**config.mk**
```make
export PLATFORM = sky130hd
export DESIGN_NAME = pattern_cull
export DESIGN_NICKNAME = d
export VERILOG_FILES = /design/src/rtl/pattern_cull.sv
export SDC_FILE = /design/constraint.sdc
export NUM_CORES = 1
export LEC_CHECK = 0
export BUFFER_PORTS_ARGS = -buffer_cell sky130_fd_sc_hd__buf_2
export CORE_MARGIN = 2
export CORE_UTILIZATION = 25
export CTS_CLUSTER_SIZE = 24
export DETAILED_ROUTE_END_ITERATION = 10
export PLACE_DENSITY = 0.52
export SKIP_LAST_GASP = 1
export SLEW_MARGIN = 20
export SYNTH_ARGS = -nofsm -noshare
export SYNTH_HDL_FRONTEND = slang
export SYNTH_SLANG_ARGS = --single-unit
```
**constraint.sdc**
```tcl
create_clock -name clk -period 2.75 [get_ports clk]
set_input_delay 0.1375 -clock clk [delete_from_list [all_inputs] [get_ports clk]]
set_output_delay 0.1375 -clock clk [all_outputs]
set_load 0.005 [all_outputs]
```
**src/rtl/pattern_cull.sv**
```systemverilog
module pattern_cull #(
  parameter int DW = 10
) (
  input  logic          clk,
  input  logic          rst_n,
  input  logic          in_valid,
  input  logic [DW-1:0] in_data,
  input  logic          in_sol,
  input  logic          in_sof,
  input  logic [7:0]    mask_h_even,
  input  logic [7:0]    mask_h_odd,
  input  logic [7:0]    mask_v,
  output logic          out_valid,
  output logic [DW-1:0] out_data,
  output logic          out_sol,
  output logic          out_sof
);
  localparam int MW = 8;
  localparam int IW = $clog2(MW);

  logic [MW-1:0] he_q, ho_q, v_q;
  logic [IW-1:0] ln_q, px_q;

  wire           lstart = in_valid & (in_sol | in_sof);
  wire [IW-1:0]  ln_n   = in_sof ? '0 : (in_sol ? ln_q + 1'b1 : ln_q);
  wire [IW-1:0]  px_n   = lstart ? '0 : px_q;
  wire [MW-1:0]  he_a   = in_sof ? mask_h_even : he_q;
  wire [MW-1:0]  ho_a   = in_sof ? mask_h_odd  : ho_q;
  wire [MW-1:0]  v_a    = in_sof ? mask_v      : v_q;
  wire [MW-1:0]  hsel   = ln_n[0] ? ho_a : he_a;
  wire           vkeep  = v_a[ln_n];
  wire           keep   = in_valid & vkeep & hsel[px_n];

  always_ff @(posedge clk) begin
    if (!rst_n) begin
      he_q      <= '0;
      ho_q      <= '0;
      v_q       <= '0;
      ln_q      <= '0;
      px_q      <= '0;
      out_valid <= 1'b0;
      out_data  <= '0;
      out_sol   <= 1'b0;
      out_sof   <= 1'b0;
    end else begin
      if (in_valid) begin
        ln_q <= ln_n;
        px_q <= px_n + 1'b1;
      end
      if (in_valid & in_sof) begin
        he_q <= mask_h_even;
        ho_q <= mask_h_odd;
        v_q  <= mask_v;
      end
      out_valid <= keep;
      if (keep) out_data <= in_data;
      out_sol <= lstart & vkeep;
      out_sof <= in_valid & in_sof;
    end
  end
endmodule


```
# Yosys cells after proc, flatten, opt, wreduce, memory -nomap -nowiden
# Index checks and enable logic that the tools add are counted.
# Widths: inputs -> output; s select.
[totals] register_bits=43 latch_bits=0 ramBits=0 rom_bits=0 in_bits=39 output_inout_bits=13 elab_cells=30 mem_count=0
[classes] add_sub_neg=2 mul=0 div_mod_pow=0 order_cmp=2 n_eq_ne=0 n_shift=0 mux=11 n_bitwise=6 reduce_logical=0
[ops] operator="$mux 8" count=4
[ops] operator="$mux 3" count=3
[ops] operator="$lt 3x4->1 const B" count=2
[ops] operator="$add 3x1->3 const B" count=2
[ops] operator="$bmux 1 s3" count=2
[ops] operator="$and 1x1->1" count=5
[ops] operator="$mux 1" count=2
[ops] operator="$or 1x1->1" count=1

# Depth between registers and ports, before layout
# Gate-level depths: netlist of run 1.
[logic_depth] ltp_word=7 ltp_mapped=10 ltp_nobuf=8

# Worst setup path before layout of run 1
# OpenSTA, ideal clock, no wires.
[synth_path] kind="register to register" from="register ln_q[1]" to="register out_data[0]" t_arrival_ps=1995 path_slack_ps=684 path_stages_with_launch=10 path_buffers=1 synth_period_minus_slack_ps=2066 path_cell_list="dfxtp_1 -> ha_1 -> mux2i_4 -> mux2_4 -> nand2_2 -> o211ai_2 -> o2111ai_2 -> a311oi_2 -> buf_6 -> mux2i_1"
[synth_via] elab_chain_len=7
[synth_rtl] element="from (decl)" line="22" source="logic [IW-1:0] ln_q, px_q;"
[synth_rtl] element="from (signal assigned)" line="47" source="ln_q <= ln_n;"
[synth_rtl] element="$add 3x1->3" line="25" source="wire [IW-1:0] ln_n = in_sof ? '0 : (in_sol ? ln_q + 1'b1 : ln_q);"
[synth_rtl] element="$mux 3 (*) (2 in series)" line="25"
[synth_rtl] element="$bmux 1 s3 (*)" line="31" source="wire vkeep = v_a[ln_n];"
[synth_rtl] element="$mux 1 (not written as such) (*)" line="31"
[synth_rtl] element="$and 1x1->1 (*) (2 in series)" line="32" source="wire keep = in_valid & vkeep & hsel[px_n];"
[synth_rtl] element="to (signal assigned)" line="56" source="if (keep) out_data <= in_data;"
[synth_rtl] element="to (decl)" line="14" source="output logic [DW-1:0] out_data,"
# Every way passes the cells marked *; elsewhere a longest branch is shown, timed or not. The select of a mux whose other input is x is not followed.
# A chain may end at the register's enable or synchronous reset.

# Worst setup path in the final report of run 1
[layout_path] from="register ln_q[0]" to="register out_data[6]"
[layout_via] elab_chain_len=7 word_cells_on_any_way=10 cone_classes="add/sub (1); mux (7); bitwise (2)"
[layout_rtl] element="$add 3x1->3" line="25"
[layout_rtl] element="$mux 3 (*) (2 in series)" line="25"
[layout_rtl] element="$bmux 1 s3 or $mux 8 (tied branches)" line="31, 30"
[layout_rtl] element="$mux 1 (not written as such) or $bmux 1 s3 (tied branches)" line="31, 32"
[layout_rtl] element="$and 1x1->1 or $mux 1 (tied branches)" line="32"
[layout_rtl] element="$and 1x1->1 (*)" line="32"
# Marks and branches as above.

==> flow_metrics.env, run 1 <==
export IMPL_die_x_um=97.96
export IMPL_highest_layer="met4"
export IMPL_synthArstFlopShare=0
export IMPL_fmax_mhz=407.5
export IMPL_clock_skew_ns=0.006173
export IMPL_vias=1860
export IMPL_slew_limit_headroom=0.4557
export IMPL_synth_edf_count=0
export IMPL_ir_worst_vdd_v=0.0001930
export IMPL_wl_met3_um=241
export IMPL_grt_use_total=0.1091
export IMPL_tns_ns=0
export IMPL_reg2reg_depth=9
export IMPL_drt_total_wl_um=5234
export IMPL_critPathBufInv=1
export IMPL_min_period_ns=2.454
export IMPL_hold_violations=0
export IMPL_path_clk_slew_ns=0.08
export IMPL_grt_pass1_wl_um=8576
export IMPL_fp_dieH_um=97.96
export IMPL_htreeDepth=2
export IMPL_cpPeakStageDelay_ns=0.60
export IMPL_cts_hold_buffers=0
export IMPL_met1Wirelength_um=2706
export IMPL_ios=52
export IMPL_cp_data_required_time_ns=2.97
export IMPL_hold_path_class="input port to flip-flop"
export IMPL_gp_congestion=0.8326
export IMPL_cap_violations=0
export IMPL_status="finished clean"
export IMPL_dr_pass1_iters=4
export IMPL_r2r_start="ln_q[0]"
export IMPL_path_max_fanout=12
export IMPL_min_path_cells=3
export IMPL_crit_type="flip-flop to flip-flop"
export IMPL_viasPerCell=4.537
export IMPL_drtIter0Drc=110
export IMPL_grt_pass1_vias=1783
export IMPL_wl_met2_um=2235
export IMPL_worst_pin_slew_ns=0.8165
export IMPL_crit_family="multiplexers"
export IMPL_ys_seq_elements=43
export IMPL_dp_worst_setup_slack_ns=0.2986
export IMPL_die_area_um2=9596
export IMPL_synth_area_um2=2207
export IMPL_postCtsSetupBuffers=0
export IMPL_drv_slew=0
export IMPL_seq_area_um2=860.8
export IMPL_p_leak_nw=1.062
export IMPL_rsz0062_at_grt="no"
export IMPL_path_cells="ha_1 > mux2i_4 > mux2_4 > nand2_2 > o211ai_2 > o2111ai_2 > a311oi_2 > buf_4 > mux2i_1"
export IMPL_grt_max_degree=54
export IMPL_synth_cells=261
export IMPL_cts_resized=0
export IMPL_ys_seq_area_frac=0.3900
export IMPL_numCtsBuffers=5
export IMPL_ant_nets=0
export IMPL_synth_avg_cell_area_um2=8.456
export IMPL_multi_input_area_um2=1221
export IMPL_grt_overflow_total=0
export IMPL_min_to="ho_q[7]"
export IMPL_synth_cell_types=50
export IMPL_drive_gt1_frac=0.2583
export IMPL_min_period_over_period=0.8923
export IMPL_setup_viol=0
export IMPL_worstSetupStartpointType="flip-flop"
export IMPL_wl_per_cell_um=12.77
export IMPL_drc=0
export IMPL_r2r_end="out_data[6]"
export IMPL_crit_path_start="ln_q[0]"
export IMPL_nNetsFinal=343
export IMPL_arrival_ns=2.68
export IMPL_clockBufferDepth=2
export IMPL_synthesis_nets=302
export IMPL_ys_warn_count=0
export IMPL_cts_tree="yes"
export IMPL_cp_end_kind="flip-flop"
export IMPL_clock_sinks=43
export IMPL_syn2layout_area_growth_pct=18.54
export IMPL_ctsRootBufferMaster="clkbuf_8"
export IMPL_start_util=0.2556
export IMPL_min_from="mask_h_odd[7]"
export IMPL_hpwlAfterDp_um=3769
export IMPL_setup_ws_ns=0.2962
export IMPL_r2r_setup_slack_ns=0.30
export IMPL_io_buffers=51
export IMPL_antenna_found_initial=0
export IMPL_cp_slowest_cell="dfxtp_1"
export IMPL_synth_ff_type="dfxtp_1"
export IMPL_rows=34
export IMPL_fillers=948
export IMPL_clock_latency_ns=0.29
export IMPL_diodes=0
export IMPL_coreArea_um2=8636
export IMPL_power_density_nw_per_um2=509.0
## metal layers
metal | vias to the layer above | GRT usage
li1 | 961 | -
met1 | 843 | 0.1533
met2 | 52 | 0.1697
met3 | 4 | 0.02362
met4 | 0 | 0.02885
met5 | - | 0
## kinds of logic (layout without fill, tap and decap cells)
| logic type | Yosys count | in the layout | synth area share |
|---|---|---|---|
| xor+xnor | 3 | 3 | 0.01531 |
| fa+ha+maj | 2 | 2 | 0.01134 |
| flops | 43 | 43 | 0.3900 |
| buf+inv | 24 | 65 | 0.05668 |
| compound gates | 56 | 56 | 0.1859 |
| simple gates | 109 | 109 | 0.2160 |
| mux | 24 | 24 | 0.1247 |
## stage by stage
step | cells | hold WS (ns) | utilization | instance area (µm²) | power (mW)
final | 410 | 0.08180 | 0.3030 | 2616 | 1.332
after global routing | 410 | 0.07241 | 0.3030 | 2616 | 1.399
after CTS | 410 | 0.07683 | 0.3030 | 2616 | 1.351
after detailed placement | 403 | 0.3985 | 0.2906 | 2510 | 0.8624
after global placement | 403 | 0.3856 | 0.2906 | 2510 | 0.8599
after floorplan | 261 | 0.2796 | - | 2207 | 0.8022
## Yosys cell counts (all sizes together) (2+ instances only)
library cell	number	area share
a21boi	26	0.088
a21oi	7	0.016
a311oi	2	0.011
and2	3	0.0085
buf	9	0.031
clkbuf	11	0.019
dfxtp	43	0.39
ha	2	0.011
inv	4	0.0068
mux2	5	0.027
mux2i	18	0.087
nand2	86	0.15
nand4	2	0.0057
nor2	6	0.011
nor2b	3	0.0085
o21ai	9	0.022
o221ai	2	0.0079
o22ai	2	0.0057
xnor2	2	0.011
## power by group
group / total [mW] / switching, mW / leakage [nW] / internal [mW]
Combinational: 0.177 / 0.0963 / 0.661 / 0.0811
Sequential: 0.667 / 0.0191 / 0.350 / 0.648
Clock: 0.487 / 0.222 / 0.0502 / 0.266
Total: 1.33 / 0.337 / 1.06 / 0.995
## flip-flops by register name (all words and copies together) (netlist names)
register,flops
he_q,8
ln_q,3
out_sol,1
ho_q,8
out_sof,1
v_q,8
out_data,10
px_q,3
out_valid,1
## area by class of cell
cell class	count	area share
well taps	108	0.05165
clock buffers	5	0.02630
inverters	4	0.005739
flip-flops and latches	43	0.3290
clock inverters	2	0.01435
repair buffers	54	0.1062
multi-input cells	194	0.4668
## worst max path at each step
stage                        to  cells after the start
floorplan           out_data[0]                      9
global placement    out_data[5]                      9
detailed placement  out_data[0]                      9
CTS                 out_data[6]                      9
global route        out_data[5]                      9
finish              out_data[6]                      9
## placed cells by master (no fill, tap or decap), drive strengths merged, types with 2 or more instances in the layout
master / instances
mux2i: 18
o221ai: 2
o21ai: 9
o22ai: 2
xnor2: 2
a311oi: 2
mux2: 5
nor2b: 3
a21oi: 7
clkbuf: 5
nand4: 2
nand2: 86
and2: 3
inv: 4
buf: 54
ha: 2
a21boi: 26
nor2: 6
dfxtp: 43
## worst min-delay path, cell delays in order
cell and delay (ns):
buf_2 0.09, nand2_1 0.04, a21boi_0 0.06
Note: power is estimated with default switching activity, not from simulation.
==> inputs of run 2 (changes only) <==
- BUFFER_PORTS_ARGS: -buffer_cell sky130_fd_sc_hd__buf_2 -> -buffer_cell sky130_fd_sc_hd__clkbuf_2
==> run 2 against run 1 <==
Effect of this change:
- register-to-register slack is essentially flat
- maximum frequency is essentially flat
- flip-flop and latch count is the same
- die area is the same
- clock-buffer cell count grew 1
- sequential power is essentially flat
- via count shrank 0.43%
- combinational power is essentially flat
- critical path depth is the same
- routed wire length shrank 2.5%
- critical endpoint unchanged
==> flow_metrics.env, run 2 (synthesis results as in run 1) <==
export IMPL_gp_congestion=0.8565
export IMPL_p_leak_nw=1.061
export IMPL_grt_pass1_vias=1793
export IMPL_path_clk_slew_ns=0.09
export IMPL_tns_ns=0
export IMPL_io_buffers=51
export IMPL_path_max_fanout=12
export IMPL_start_util=0.2556
export IMPL_rows=34
export IMPL_cts_resized=0
export IMPL_ios=52
export IMPL_clock_latency_ns=0.29
export IMPL_hold_violations=0
export IMPL_hold_path_class="input port to flip-flop"
export IMPL_clockBufferDepth=2
export IMPL_rsz0062_at_grt="no"
export IMPL_clock_skew_ns=0.01075
export IMPL_power_frac_clock=0.336
export IMPL_p_total_mw=1.274
export IMPL_drc=0
export IMPL_hpwlAfterDp_um=3758
export IMPL_syn2layout_area_growth_pct=18.54
export IMPL_viasPerCell=4.495
export IMPL_crit_type="flip-flop to flip-flop"
export IMPL_power_density_nw_per_um2=486.9
export IMPL_htreeDepth=2
export IMPL_grt_use_total=0.1096
export IMPL_reg2reg_depth=9
export IMPL_numCtsBuffers=5
export IMPL_grt_max_degree=54
export IMPL_comb_power_share=0.140
export IMPL_min_period_ns=2.453
export IMPL_worstSetupStartpointType="flip-flop"
export IMPL_min_to="out_data[0]"
export IMPL_ctsRootBufferMaster="clkbuf_8"
export IMPL_r2r_setup_slack_ns=0.30
export IMPL_cap_violations=0
export IMPL_cts_tree="yes"
export IMPL_status="finished clean"
export IMPL_die_x_um=97.96
export IMPL_dp_worst_setup_slack_ns=0.3282
export IMPL_ir_worst_vdd_v=0.0001919
export IMPL_r2r_start="ln_q[0]"
export IMPL_vias=1852
export IMPL_final_cell_mix="82 x nand2_1, 51 x clkbuf_2, 43 x dfxtp_1"
export IMPL_drv_slew=0
export IMPL_min_period_over_period=0.8919
export IMPL_drt_total_wl_um=5101
export IMPL_arrival_ns=2.67
export IMPL_setup_ws_ns=0.2973
export IMPL_regMostFlops="out_data"
export IMPL_power_switching_mw=0.3384
export IMPL_ant_nets=0
export IMPL_setup_viol=0
export IMPL_drive_gt1_frac=0.2632
export IMPL_postCtsSetupBuffers=0
export IMPL_drtIter0Drc=110
export IMPL_clock_sinks=43
export IMPL_antenna_found_initial=0
export IMPL_min_path_cells=3
export IMPL_path_cells="ha_1 > mux2i_4 > mux2_4 > nand2_2 > o211ai_2 > o2111ai_2 > a311oi_2 > buf_4 > mux2i_1"
export IMPL_fmax_mhz=407.7
export IMPL_largest_reg_flops=10
export IMPL_coreArea_um2=8636
export IMPL_cts_hold_buffers=0
export IMPL_nNetsFinal=344
export IMPL_fillers=950
export IMPL_cp_data_required_time_ns=2.96
export IMPL_grt_pass1_wl_um=8611
export IMPL_min_from="in_data[0]"
export IMPL_wl_per_cell_um=12.38
export IMPL_diodes=0
export IMPL_cp_slowest_cell="dfxtp_1"
export IMPL_dr_pass1_iters=4
export IMPL_cpPeakStageDelay_ns=0.59
export IMPL_r2r_end="out_data[6]"
export IMPL_worst_pin_slew_ns=0.8961
export IMPL_sw_frac_of_total=0.2657
export IMPL_final_common_cell="nand2_1"
export IMPL_pwr_share_seq=0.524
export IMPL_utilization=0.3030
export IMPL_fp_dieH_um=97.96
export IMPL_p_int_mw=0.9354
export IMPL_slew_limit_headroom=0.4026
export IMPL_die_area_um2=9596
export IMPL_grt_overflow_total=0
export IMPL_cp_end_kind="flip-flop"
run 2: layer usage:
| layer | global-route usage | routed length (µm) | vias up |
|---|---|---|---|
| met4 | 0.03205 | 52 | 0 |
| met1 | 0.1505 | 2546 | 833 |
| met2 | 0.1728 | 2298 | 45 |
| met3 | 0.02434 | 204 | 4 |
| met5 | 0 | 0 | - |
| li1 | - | - | 970 |
run 2: worst max path at each step:
stage | start | endpoint | depth (start not counted)
final | ln_q[0] | out_data[6] | 9
after global routing | ln_q[0] | out_data[6] | 9
after CTS | ln_q[0] | out_data[6] | 9
after detailed placement | ln_q[0] | out_data[6] | 9
after global placement | ln_q[0] | out_data[9] | 9
after floorplan | ln_q[1] | out_data[0] | 9
run 2: power groups by stage:
stage / registers, mW / logic (mW) / clock network, mW
2_1_floorplan: 0.674 / 0.128 / 0
3_3_place_gp: 0.682 / 0.179 / 0
3_5_place_dp: 0.682 / 0.181 / 0
4_1_cts: 0.668 / 0.182 / 0.453
5_1_grt: 0.672 / 0.200 / 0.482
6_report: 0.667 / 0.178 / 0.428
run 2: critical path: cells and delay by family, from the launching register on:
| kind | cells | cell delay [ns] |
|---|---|---|
| AO/OA/AOI/OAI | 3 | 0.48 |
| buffers and inverters | 1 | 0.26 |
| multiplexers | 3 | 0.60 |
| adder cells (fa/ha/maj) | 1 | 0.38 |
| AND/OR/NAND/NOR | 1 | 0.05 |
| flip-flops | 1 | 0.59 |
run 2: layout make-up:
| type | count | area, µm² | share of cell area |
|---|---|---|---|
| Multi-Input combinational cell | 194 | 1221 | 0.4668 |
| Sequential cell | 43 | 860.8 | 0.3290 |
| Timing Repair Buffer | 55 | 285.3 | 0.1090 |
| Tap cell | 108 | 135.1 | 0.05165 |
| Clock buffer | 6 | 82.58 | 0.03156 |
| Clock inverter | 2 | 16.27 | 0.006217 |
| Inverter | 4 | 15.01 | 0.005739 |
run 2: per-stage QoR:
step	hold slack, ns	instance area [µm²]	instances
floorplan	0.2796	2207	261
global placement	0.3683	2517	404
detailed placement	0.3831	2517	404
CTS	0.05843	2616	412
global route	0.05292	2616	412
finish	0.06673	2616	412
